File: config.mk
export PLATFORM = sky130hd
export DESIGN_NAME = flash_cmd_if
export DESIGN_NICKNAME = d
export VERILOG_FILES = /design/src/rtl/flash_ci_pkg.sv /design/src/rtl/ci_wr_detect.sv /design/src/rtl/ci_cmd_ctrl.sv /design/src/rtl/ci_rd_steer.sv /design/src/rtl/flash_cmd_if.sv
export SDC_FILE = /design/constraint.sdc
export NUM_CORES = 1
export LEC_CHECK = 0
export BUFFER_PORTS_ARGS = -buffer_cell sky130_fd_sc_hd__buf_2
export CORE_MARGIN = 3
export CORE_UTILIZATION = 25
export DETAILED_ROUTE_END_ITERATION = 10
export PLACE_DENSITY = 0.51
export SLEW_MARGIN = 0
export SYNTH_ARGS = -nofsm -noshare
export SYNTH_HDL_FRONTEND = slang
export SYNTH_SLANG_ARGS = --single-unit
File: constraint.sdc
create_clock -name clk -period 3.8 [get_ports clk]
set_input_delay 0.76 -clock clk [delete_from_list [all_inputs] [get_ports clk]]
set_output_delay 0.76 -clock clk [all_outputs]
set_load 0.02 [all_outputs]
File: src/rtl/flash_ci_pkg.sv
package flash_ci_pkg;

   typedef enum logic [1:0] {
      RM_ARRAY  = 2'b00,
      RM_STATUS = 2'b01,
      RM_SIG    = 2'b10
   } rd_mode_e;

   typedef enum logic [1:0] {
      PD_NONE  = 2'b00,
      PD_PROG  = 2'b01,
      PD_ERASE = 2'b10
   } pend_e;

   typedef struct packed {
      logic prog;
      logic erase;
      logic susp;
      logic resume;
      logic clr;
   } req_t;

   localparam logic [7:0] OP_READ_ARRAY  = 8'hFF;
   localparam logic [7:0] OP_READ_STAT   = 8'h70;
   localparam logic [7:0] OP_READ_SIG    = 8'h90;
   localparam logic [7:0] OP_ERASE_SETUP = 8'h20;
   localparam logic [7:0] OP_PROG_SETUP  = 8'h40;
   localparam logic [7:0] OP_PROG_ALT    = 8'h10;
   localparam logic [7:0] OP_CLEAR       = 8'h50;
   localparam logic [7:0] OP_SUSPEND     = 8'hB0;
   localparam logic [7:0] OP_CONFIRM     = 8'hD0;

   localparam logic [7:0] SIG_MFR     = 8'h20;
   localparam logic [7:0] SIG_DEV_TOP = 8'hE0;
   localparam logic [7:0] SIG_DEV_BOT = 8'hE6;

endpackage

File: src/rtl/ci_wr_detect.sv
module ci_wr_detect (
   input  logic clk,
   input  logic rst_n,
   input  logic pd_n,
   input  logic cs_n,
   input  logic we_n,
   output logic wr_evt
);
   logic wr_act;
   logic wr_q;

   assign wr_act = pd_n & ~cs_n & ~we_n;

   always_ff @(posedge clk or negedge rst_n) begin
      if (!rst_n) wr_q <= 1'b0;
      else        wr_q <= wr_act;
   end

   // one event on the first cycle of each low pulse
   assign wr_evt = wr_act & ~wr_q;
endmodule

File: src/rtl/ci_cmd_ctrl.sv
module ci_cmd_ctrl
   import flash_ci_pkg::*;
#(
   parameter int ADDR_W = 17,
   parameter int DATA_W = 16
) (
   input  logic              clk,
   input  logic              rst_n,
   input  logic              pd_n,
   input  logic              wr_evt,
   input  logic              busy,
   input  logic              word_mode,
   input  logic              byte_hi,
   input  logic [ADDR_W-1:0] addr,
   input  logic [DATA_W-1:0] wdata,
   output rd_mode_e          mode,
   output req_t              req,
   output logic [ADDR_W-1:0] req_addr,
   output logic [DATA_W-1:0] req_data,
   output logic              req_hi,
   output logic              seq_err
);
   localparam int HALF = DATA_W / 2;

   pend_e             pend_q;
   logic [7:0]        cmd;
   logic              accept;
   logic [DATA_W-1:0] prog_data;

   assign cmd = wdata[7:0];

   // busy sequencer: only status read and suspend, never mid-pair
   assign accept = ~busy |
                   ((pend_q == PD_NONE) &&
                    ((cmd == OP_READ_STAT) || (cmd == OP_SUSPEND)));

   assign prog_data = word_mode ? wdata : {{HALF{1'b0}}, wdata[HALF-1:0]};

   always_ff @(posedge clk or negedge rst_n) begin
      if (!rst_n) begin
         mode     <= RM_ARRAY;
         pend_q   <= PD_NONE;
         req      <= '0;
         req_addr <= '0;
         req_data <= '0;
         req_hi   <= 1'b0;
         seq_err  <= 1'b0;
      end else if (!pd_n) begin
         mode    <= RM_ARRAY;
         pend_q  <= PD_NONE;
         req     <= '0;
         seq_err <= 1'b0;
      end else begin
         req <= '0;
         if (wr_evt && accept) begin
            unique case (pend_q)
               PD_PROG: begin
                  req.prog <= 1'b1;
                  req_addr <= addr;
                  req_data <= prog_data;
                  req_hi   <= ~word_mode & byte_hi;
                  mode     <= RM_STATUS;
                  pend_q   <= PD_NONE;
               end
               PD_ERASE: begin
                  pend_q <= PD_NONE;
                  mode   <= RM_STATUS;
                  if (cmd == OP_CONFIRM) begin
                     req.erase <= 1'b1;
                     req_addr  <= addr;
                  end else begin
                     seq_err <= 1'b1;
                  end
               end
               default: begin
                  unique case (cmd)
                     OP_READ_ARRAY:  mode   <= RM_ARRAY;
                     OP_READ_STAT:   mode   <= RM_STATUS;
                     OP_READ_SIG:    mode   <= RM_SIG;
                     OP_ERASE_SETUP: pend_q <= PD_ERASE;
                     OP_PROG_SETUP,
                     OP_PROG_ALT:    pend_q <= PD_PROG;
                     OP_CLEAR: begin
                        req.clr <= 1'b1;
                        seq_err <= 1'b0;
                     end
                     OP_SUSPEND:     req.susp   <= 1'b1;
                     OP_CONFIRM:     req.resume <= 1'b1;
                     default:        ;
                  endcase
               end
            endcase
         end
      end
   end
endmodule

File: src/rtl/ci_rd_steer.sv
module ci_rd_steer
   import flash_ci_pkg::*;
#(
   parameter int DATA_W   = 16,
   parameter bit TOP_BOOT = 1'b1
) (
   input  rd_mode_e          mode,
   input  logic              rd_en,
   input  logic              word_mode,
   input  logic              byte_hi,
   input  logic              sig_a0,
   input  logic [DATA_W-1:0] arr_rdata,
   input  logic [7:0]        status,
   output logic [DATA_W-1:0] rdata
);
   localparam int HALF = DATA_W / 2;

   logic [7:0]        dev_code;
   logic [DATA_W-1:0] arr_view;
   logic [DATA_W-1:0] sel;

   generate
      if (TOP_BOOT) begin : g_top_boot
         assign dev_code = SIG_DEV_TOP;
      end else begin : g_bot_boot
         assign dev_code = SIG_DEV_BOT;
      end
   endgenerate

   assign arr_view = word_mode ? arr_rdata :
                     {{HALF{1'b0}}, (byte_hi ? arr_rdata[DATA_W-1:HALF]
                                             : arr_rdata[HALF-1:0])};

   always_comb begin
      sel = '0;
      unique case (mode)
         RM_ARRAY:  sel = arr_view;
         RM_STATUS: sel[7:0] = status;
         RM_SIG:    sel[7:0] = sig_a0 ? dev_code : SIG_MFR;
         default:   sel = '0;
      endcase
   end

   assign rdata = rd_en ? sel : '0;
endmodule

File: src/rtl/flash_cmd_if.sv
module flash_cmd_if
   import flash_ci_pkg::*;
#(
   parameter int ADDR_W   = 17,
   parameter int DATA_W   = 16,
   parameter bit TOP_BOOT = 1'b1
) (
   input  logic              clk,
   input  logic              rst_n,
   input  logic              pd_n,
   input  logic              cs_n,
   input  logic              we_n,
   input  logic              oe_n,
   input  logic              word_mode,
   input  logic              byte_hi,
   input  logic [ADDR_W-1:0] addr,
   input  logic [DATA_W-1:0] wdata,
   input  logic [DATA_W-1:0] arr_rdata,
   input  logic [7:0]        seq_status,
   input  logic              seq_busy,
   output logic [DATA_W-1:0] rdata,
   output logic [1:0]        rd_mode,
   output logic              cmd_seq_err,
   output logic              req_prog,
   output logic              req_erase,
   output logic              req_suspend,
   output logic              req_resume,
   output logic              req_clr,
   output logic [ADDR_W-1:0] req_addr,
   output logic [DATA_W-1:0] req_data,
   output logic              req_hi
);
   generate
      if (DATA_W < 16 || (DATA_W % 2) != 0) begin : g_bad_data_w
         $error("flash_cmd_if: DATA_W must be even and at least 16");
      end
      if (ADDR_W < 2) begin : g_bad_addr_w
         $error("flash_cmd_if: ADDR_W must be at least 2");
      end
   endgenerate

   logic     wr_evt;
   logic     rd_en;
   rd_mode_e mode;
   req_t     req;

   ci_wr_detect u_wr (
      .clk    (clk),
      .rst_n  (rst_n),
      .pd_n   (pd_n),
      .cs_n   (cs_n),
      .we_n   (we_n),
      .wr_evt (wr_evt)
   );

   ci_cmd_ctrl #(.ADDR_W(ADDR_W), .DATA_W(DATA_W)) u_ctrl (
      .clk       (clk),
      .rst_n     (rst_n),
      .pd_n      (pd_n),
      .wr_evt    (wr_evt),
      .busy      (seq_busy),
      .word_mode (word_mode),
      .byte_hi   (byte_hi),
      .addr      (addr),
      .wdata     (wdata),
      .mode      (mode),
      .req       (req),
      .req_addr  (req_addr),
      .req_data  (req_data),
      .req_hi    (req_hi),
      .seq_err   (cmd_seq_err)
   );

   assign rd_en = pd_n & ~cs_n & ~oe_n & we_n;

   ci_rd_steer #(.DATA_W(DATA_W), .TOP_BOOT(TOP_BOOT)) u_rd (
      .mode      (mode),
      .rd_en     (rd_en),
      .word_mode (word_mode),
      .byte_hi   (byte_hi),
      .sig_a0    (addr[0]),
      .arr_rdata (arr_rdata),
      .status    (seq_status),
      .rdata     (rdata)
   );

   assign rd_mode     = mode;
   assign req_prog    = req.prog;
   assign req_erase   = req.erase;
   assign req_suspend = req.susp;
   assign req_resume  = req.resume;
   assign req_clr     = req.clr;
endmodule

After elaboration in Yosys (flattened, before gate mapping). Cells that the tools add are included.

Bits in writable memories: 0. Memories kept: 0. Flip-flop bits (word level): 45. Bits in latches: 0. ROM bits: 0. Output and inout port bits: 58.

Order comparisons: 0. Muxes and demuxes: 30. Add/subtract/negate cells: 0. Reductions and logical operators: 13. Div/mod/pow operators: 0. Equality and inequality tests: 20. $mul: 0. Shifts and indexed selects: 0. Bitwise gates (word level): 13.

Operators with widths (number): 16-bit two-way mux (3); 17-bit one-hot mux with 2 select lines (1); 8-bit == test (second input constant) (4); 8-bit by 7-bit == test with 1-bit output (second input constant) (3); 8-bit two-way mux (3); 8-bit one-hot mux with 3 select lines (1); 17-bit two-way mux (1); 2-bit two-way mux (6); 5-bit two-way mux (2); 1-bit two-way mux (9); 8-bit by 5-bit == test with 1-bit output (second input constant) (1); 8-bit by 6-bit == test with 1-bit output (second input constant) (1); 4-bit AND reduction (2); 1-bit AND (6); 1-bit NOT (6); 2-bit one-hot mux with 3 select lines (1); 5-bit by 2-bit != test with 1-bit output (second input constant) (1); 2-bit by 1-bit == test with 1-bit output (second input constant) (2); 2-bit == test (second input constant) (2); 2-bit logical NOT (2); 2-bit by 1-bit != test with 1-bit output (second input constant) (2); 4-bit by 2-bit != test with 1-bit output (second input constant) (1); 2-bit one-hot mux with 2 select lines (1); 2-bit AND reduction (2); 11 further kinds (13).

Depth between registers and ports, before layout.
Depth after elaboration: 7. Mapped depth: 9.

By module. From an unflattened synthesis, not the netlist that was laid out.

Cell total of the unflattened synthesis: 215. Area, all modules: 2433.6 sq um.

By module, submodules not included: ci_cmd_ctrl (cells an instance 162, instances 1, area an instance 2021.9 sq um, seq. area each 1101.1 sq um); ci_rd_steer (cells an instance 49, instances 1, area an instance 351.6 sq um, seq. area each 0.0 sq um); ci_wr_detect (cells an instance 3, instances 1, area an instance 47.5 sq um, seq. area each 25.0 sq um); flash_cmd_if (cells an instance 1, instances 1, area an instance 12.5 sq um, seq. area each 0.0 sq um).

Least setup slack after synthesis. OpenSTA, ideal clock, no wires.

Path type: in2out. Start point: input port pd_n. End point: output port rdata[10]. Stages: 7. Setup slack: 0.439 ns. Required time: 3.040 ns. Arrival: 2.601 ns. Path buffers: 2. Path through: buf_2 -> nand2b_1 -> or3b_2 -> or2_2 -> clkbuf_1 -> nor3b_1 -> and2_1.

Word-level cells in the longest chain between the ends: 4.

RTL lines: start, declared (RTL line flash_cmd_if.sv:10) `input logic pd_n,`; 1-bit AND (3 in series) (RTL line flash_cmd_if.sv:74) `assign rd_en = pd_n & ~cs_n & ~oe_n & we_n;`; 16-bit two-way mux (RTL line ci_rd_steer.sv:44) `assign rdata = rd_en ? sel : '0;`; end, declared (RTL line flash_cmd_if.sv:21) `output logic [DATA_W-1:0] rdata,`.

No other way between the ends.

Worst setup path after layout.
Start point: input port pd_n. End point: output port rdata[11].

The elaborated chain is that of the path after synthesis.

==> impl_metrics.yaml <==
status:
  status: "complete, no violations"
timing:
  fin_skew_ps: 4.60
  setup_tns_ps: 0
  rsz0062_at_grt: "false"
  fmax_ghz: 0.290
  period_needed_ps: 3450
  slew_viol_final: 0
  tightest_slew_ps: 985
  timing.hold.ws_ps: 483
  hold_violations: 0
  final.period_utilization_pct: 90.7
  setup_violations: 0
  maxSlewHeadroom_pct: 34.3
clock_tree:
  postCtsHoldBufs: 0
  cts_made_buffers: 5
  cts_setup_buffers: 0
  cts_tree: "yes"
  cts_resized: 0
  clockRootBuffer: "clkbuf_8"
  clk-insertion-delay-late_ps: 300
  cts_buffer_depth: 2
  clkTransAtPathRegs_ps: 90
  cts_sinks: 45
  htreeDepth: 2
drt:
  antenna_left: 0
  wl_mm: 6.15
  routedWlPerCell_um: 13.5
  drc: 0
  viasPerCell: 4.48
  vias: 2040
  drtIter0Drc: 49
  drt-pass1-iter-count: 4
place:
  gp_congestion: 0.749
  dpl.hpwl_mm: 4.86
  dpl_cell_area_um2: 3050
  port_buffers: 123
power:
  p_leak_nw: 1.74
  ir_drop_mv: 0.193
  powerDensity_nw_per_um2: 409
global_route:
  antenna_found_initial: 0
  met2_usage_pct: 20.8
  grt_util_all_layers_pct: 11.7
  gr-usage-met3_pct: 2.57
  grt_max_degree: 46
  grt_pass1_wl_mm: 9.54
  met1_usage_pct: 13.8
  grt_overflow: 0
  first_global_vias: 1969
  busiest_layer: "met2"
logic_synthesis:
  yosysTopAreaCell: "dfrtp_1"
  synth.top_cells.by_area: "dfrtp_1, mux2_4, mux2_2"
  ys.flop_type: "dfrtp_1"
  synth-edff-count: 0
  syn_avg_cell_area_um2: 10.3
  synth-seq-cells: 45
  async_flop_share_pct: 100
  syn_area_um2: 2340
  synthCells: 226
  synth_cell_types: 42
  ys_warn_count: 0
  yosysTopAreaCellShare_pct: 48.2
  seq_area_frac_synth_pct: 48.2
  synth_fp_nets: 295
final_layout:
  final_cell_mix: "buf_2, dfrtp_1, nand2_1"
  fin_nets: 415
  syn_to_final_growth_pct: 35.5
  fin_util_pct: 35.6
  final_layout_size_suffix_gt1_share_pct: 48.1
  nFillCells: 958
  diodes: 0
  finalInstanceArea_um2: 3170
  layout_commonest_cell: "buf_2"
floorplanning:
  die_w_um: 103
  boundaryPins: 124
  std_cell_rows: 34
  initial_core_util_pct: 26.3
  core_area_um2: 8890
  dieArea_um2: 10500
  die_h_um: 103
worst_setup_path:
  crit_required_ps: 3040
  critPathKind: "in -> out"
  cp-end-kind: "primary output"
  cp.arrival_ps: 2690
  critPathMaxFanout: 10
  cp-start-kind: "primary input"
run:
  max-cap-violations: 0
worst_hold_path:
  hold_path.class: "reg -> reg"
-- Yosys cell counts (6+ instances only) --
library cell   n
a21oi_1        8
and2_1         8
clkbuf_1       9
dfrtp_1       45
inv_1          6
mux2_2        13
mux2_4        10
mux2i_1        8
nand2_1       31
nand2b_1       8
nor2_1        18
o21ai_0       15
-- layout make-up --
type / count / area (um^2) / area share, %
clock buffer: 6 / 82.6 / 2.61
multi-input combinational: 160 / 1110 / 35.0
clock inverter: 2 / 37.5 / 1.19
timing repair buffer: 128 / 653 / 20.6
tap: 108 / 135 / 4.27
sequential: 45 / 1130 / 35.6
inverter: 6 / 22.5 / 0.711
-- critical path: stages --
cell and delay [ps]:
buf_2 200, nand2b_1 110, or3b_2 510, or2_2 360, nor3b_1 290, buf_4 190
and2_1 120, buf_2 160
-- metal layers --
layer  share of wire, %  routed length [um]
met2                 51                3110
met1                 42                2590
met5                  0                   0
met4                1.8                 111
met3                5.5                 339
-- worst paths after layout --
| path | to | slack (ps) | startpoint | cells past startpoint |
|---|---|---|---|---|
| worst max-delay path | rdata[11] | 350 | pd_n | 8 |
| worst min-delay path | u_ctrl.req_data[6] | 480 | u_ctrl.req_data[6] | 2 |
| worst max register to register | u_ctrl.req_addr[1] | 1430 | u_ctrl.pend_q[0] | 8 |
| worst min register to register | u_ctrl.req_data[6] | 480 | u_ctrl.req_data[6] | 2 |
| max in group asynchronous | u_ctrl.req_addr[3] | 2580 | rst_n | 1 |
| min in group asynchronous | u_ctrl.req_data[1] | 610 | rst_n | 1 |
-- registers in the layout, summed over array words and instances (netlist names) --
register,cells
u_ctrl.req_data,16
u_ctrl.mode,2
u_ctrl.req,5
u_ctrl.req_addr,17
u_ctrl.pend_q,2
u_ctrl.req_hi,1
u_wr.wr_q,1
u_ctrl.seq_err,1
-- report_power, final --
group,switching (mW),leakage [nW],internal (mW)
registers,0.0373,0.622,0.534
clock network,0.170,0.0574,0.214
logic,0.188,1.06,0.150
-- through the flow --
step	setup WS, ps	instances	power (mW)
after floorplan	439	226	0.793
after CTS	331	455	1.32
final	354	455	1.29
after global routing	233	455	1.37
after global placement	388	447	0.921
after detailed placement	349	447	0.926
-- cell families (layout without fill, tap and decap cells) --
family / count (synthesis) / in the layout / synth area share (%)
buffers and inverters: 21 / 142 / 4.34
muxes: 31 / 31 / 16.1
xor gates and xnor gates: 3 / 3 / 1.12
AOI/OAI and AO/OA: 35 / 35 / 9.74
adders and majority gates: 3 / 3 / 1.61
and+or+nand+nor: 88 / 88 / 18.9
DFF: 45 / 45 / 48.2
(Power assumes the default switching activity.)
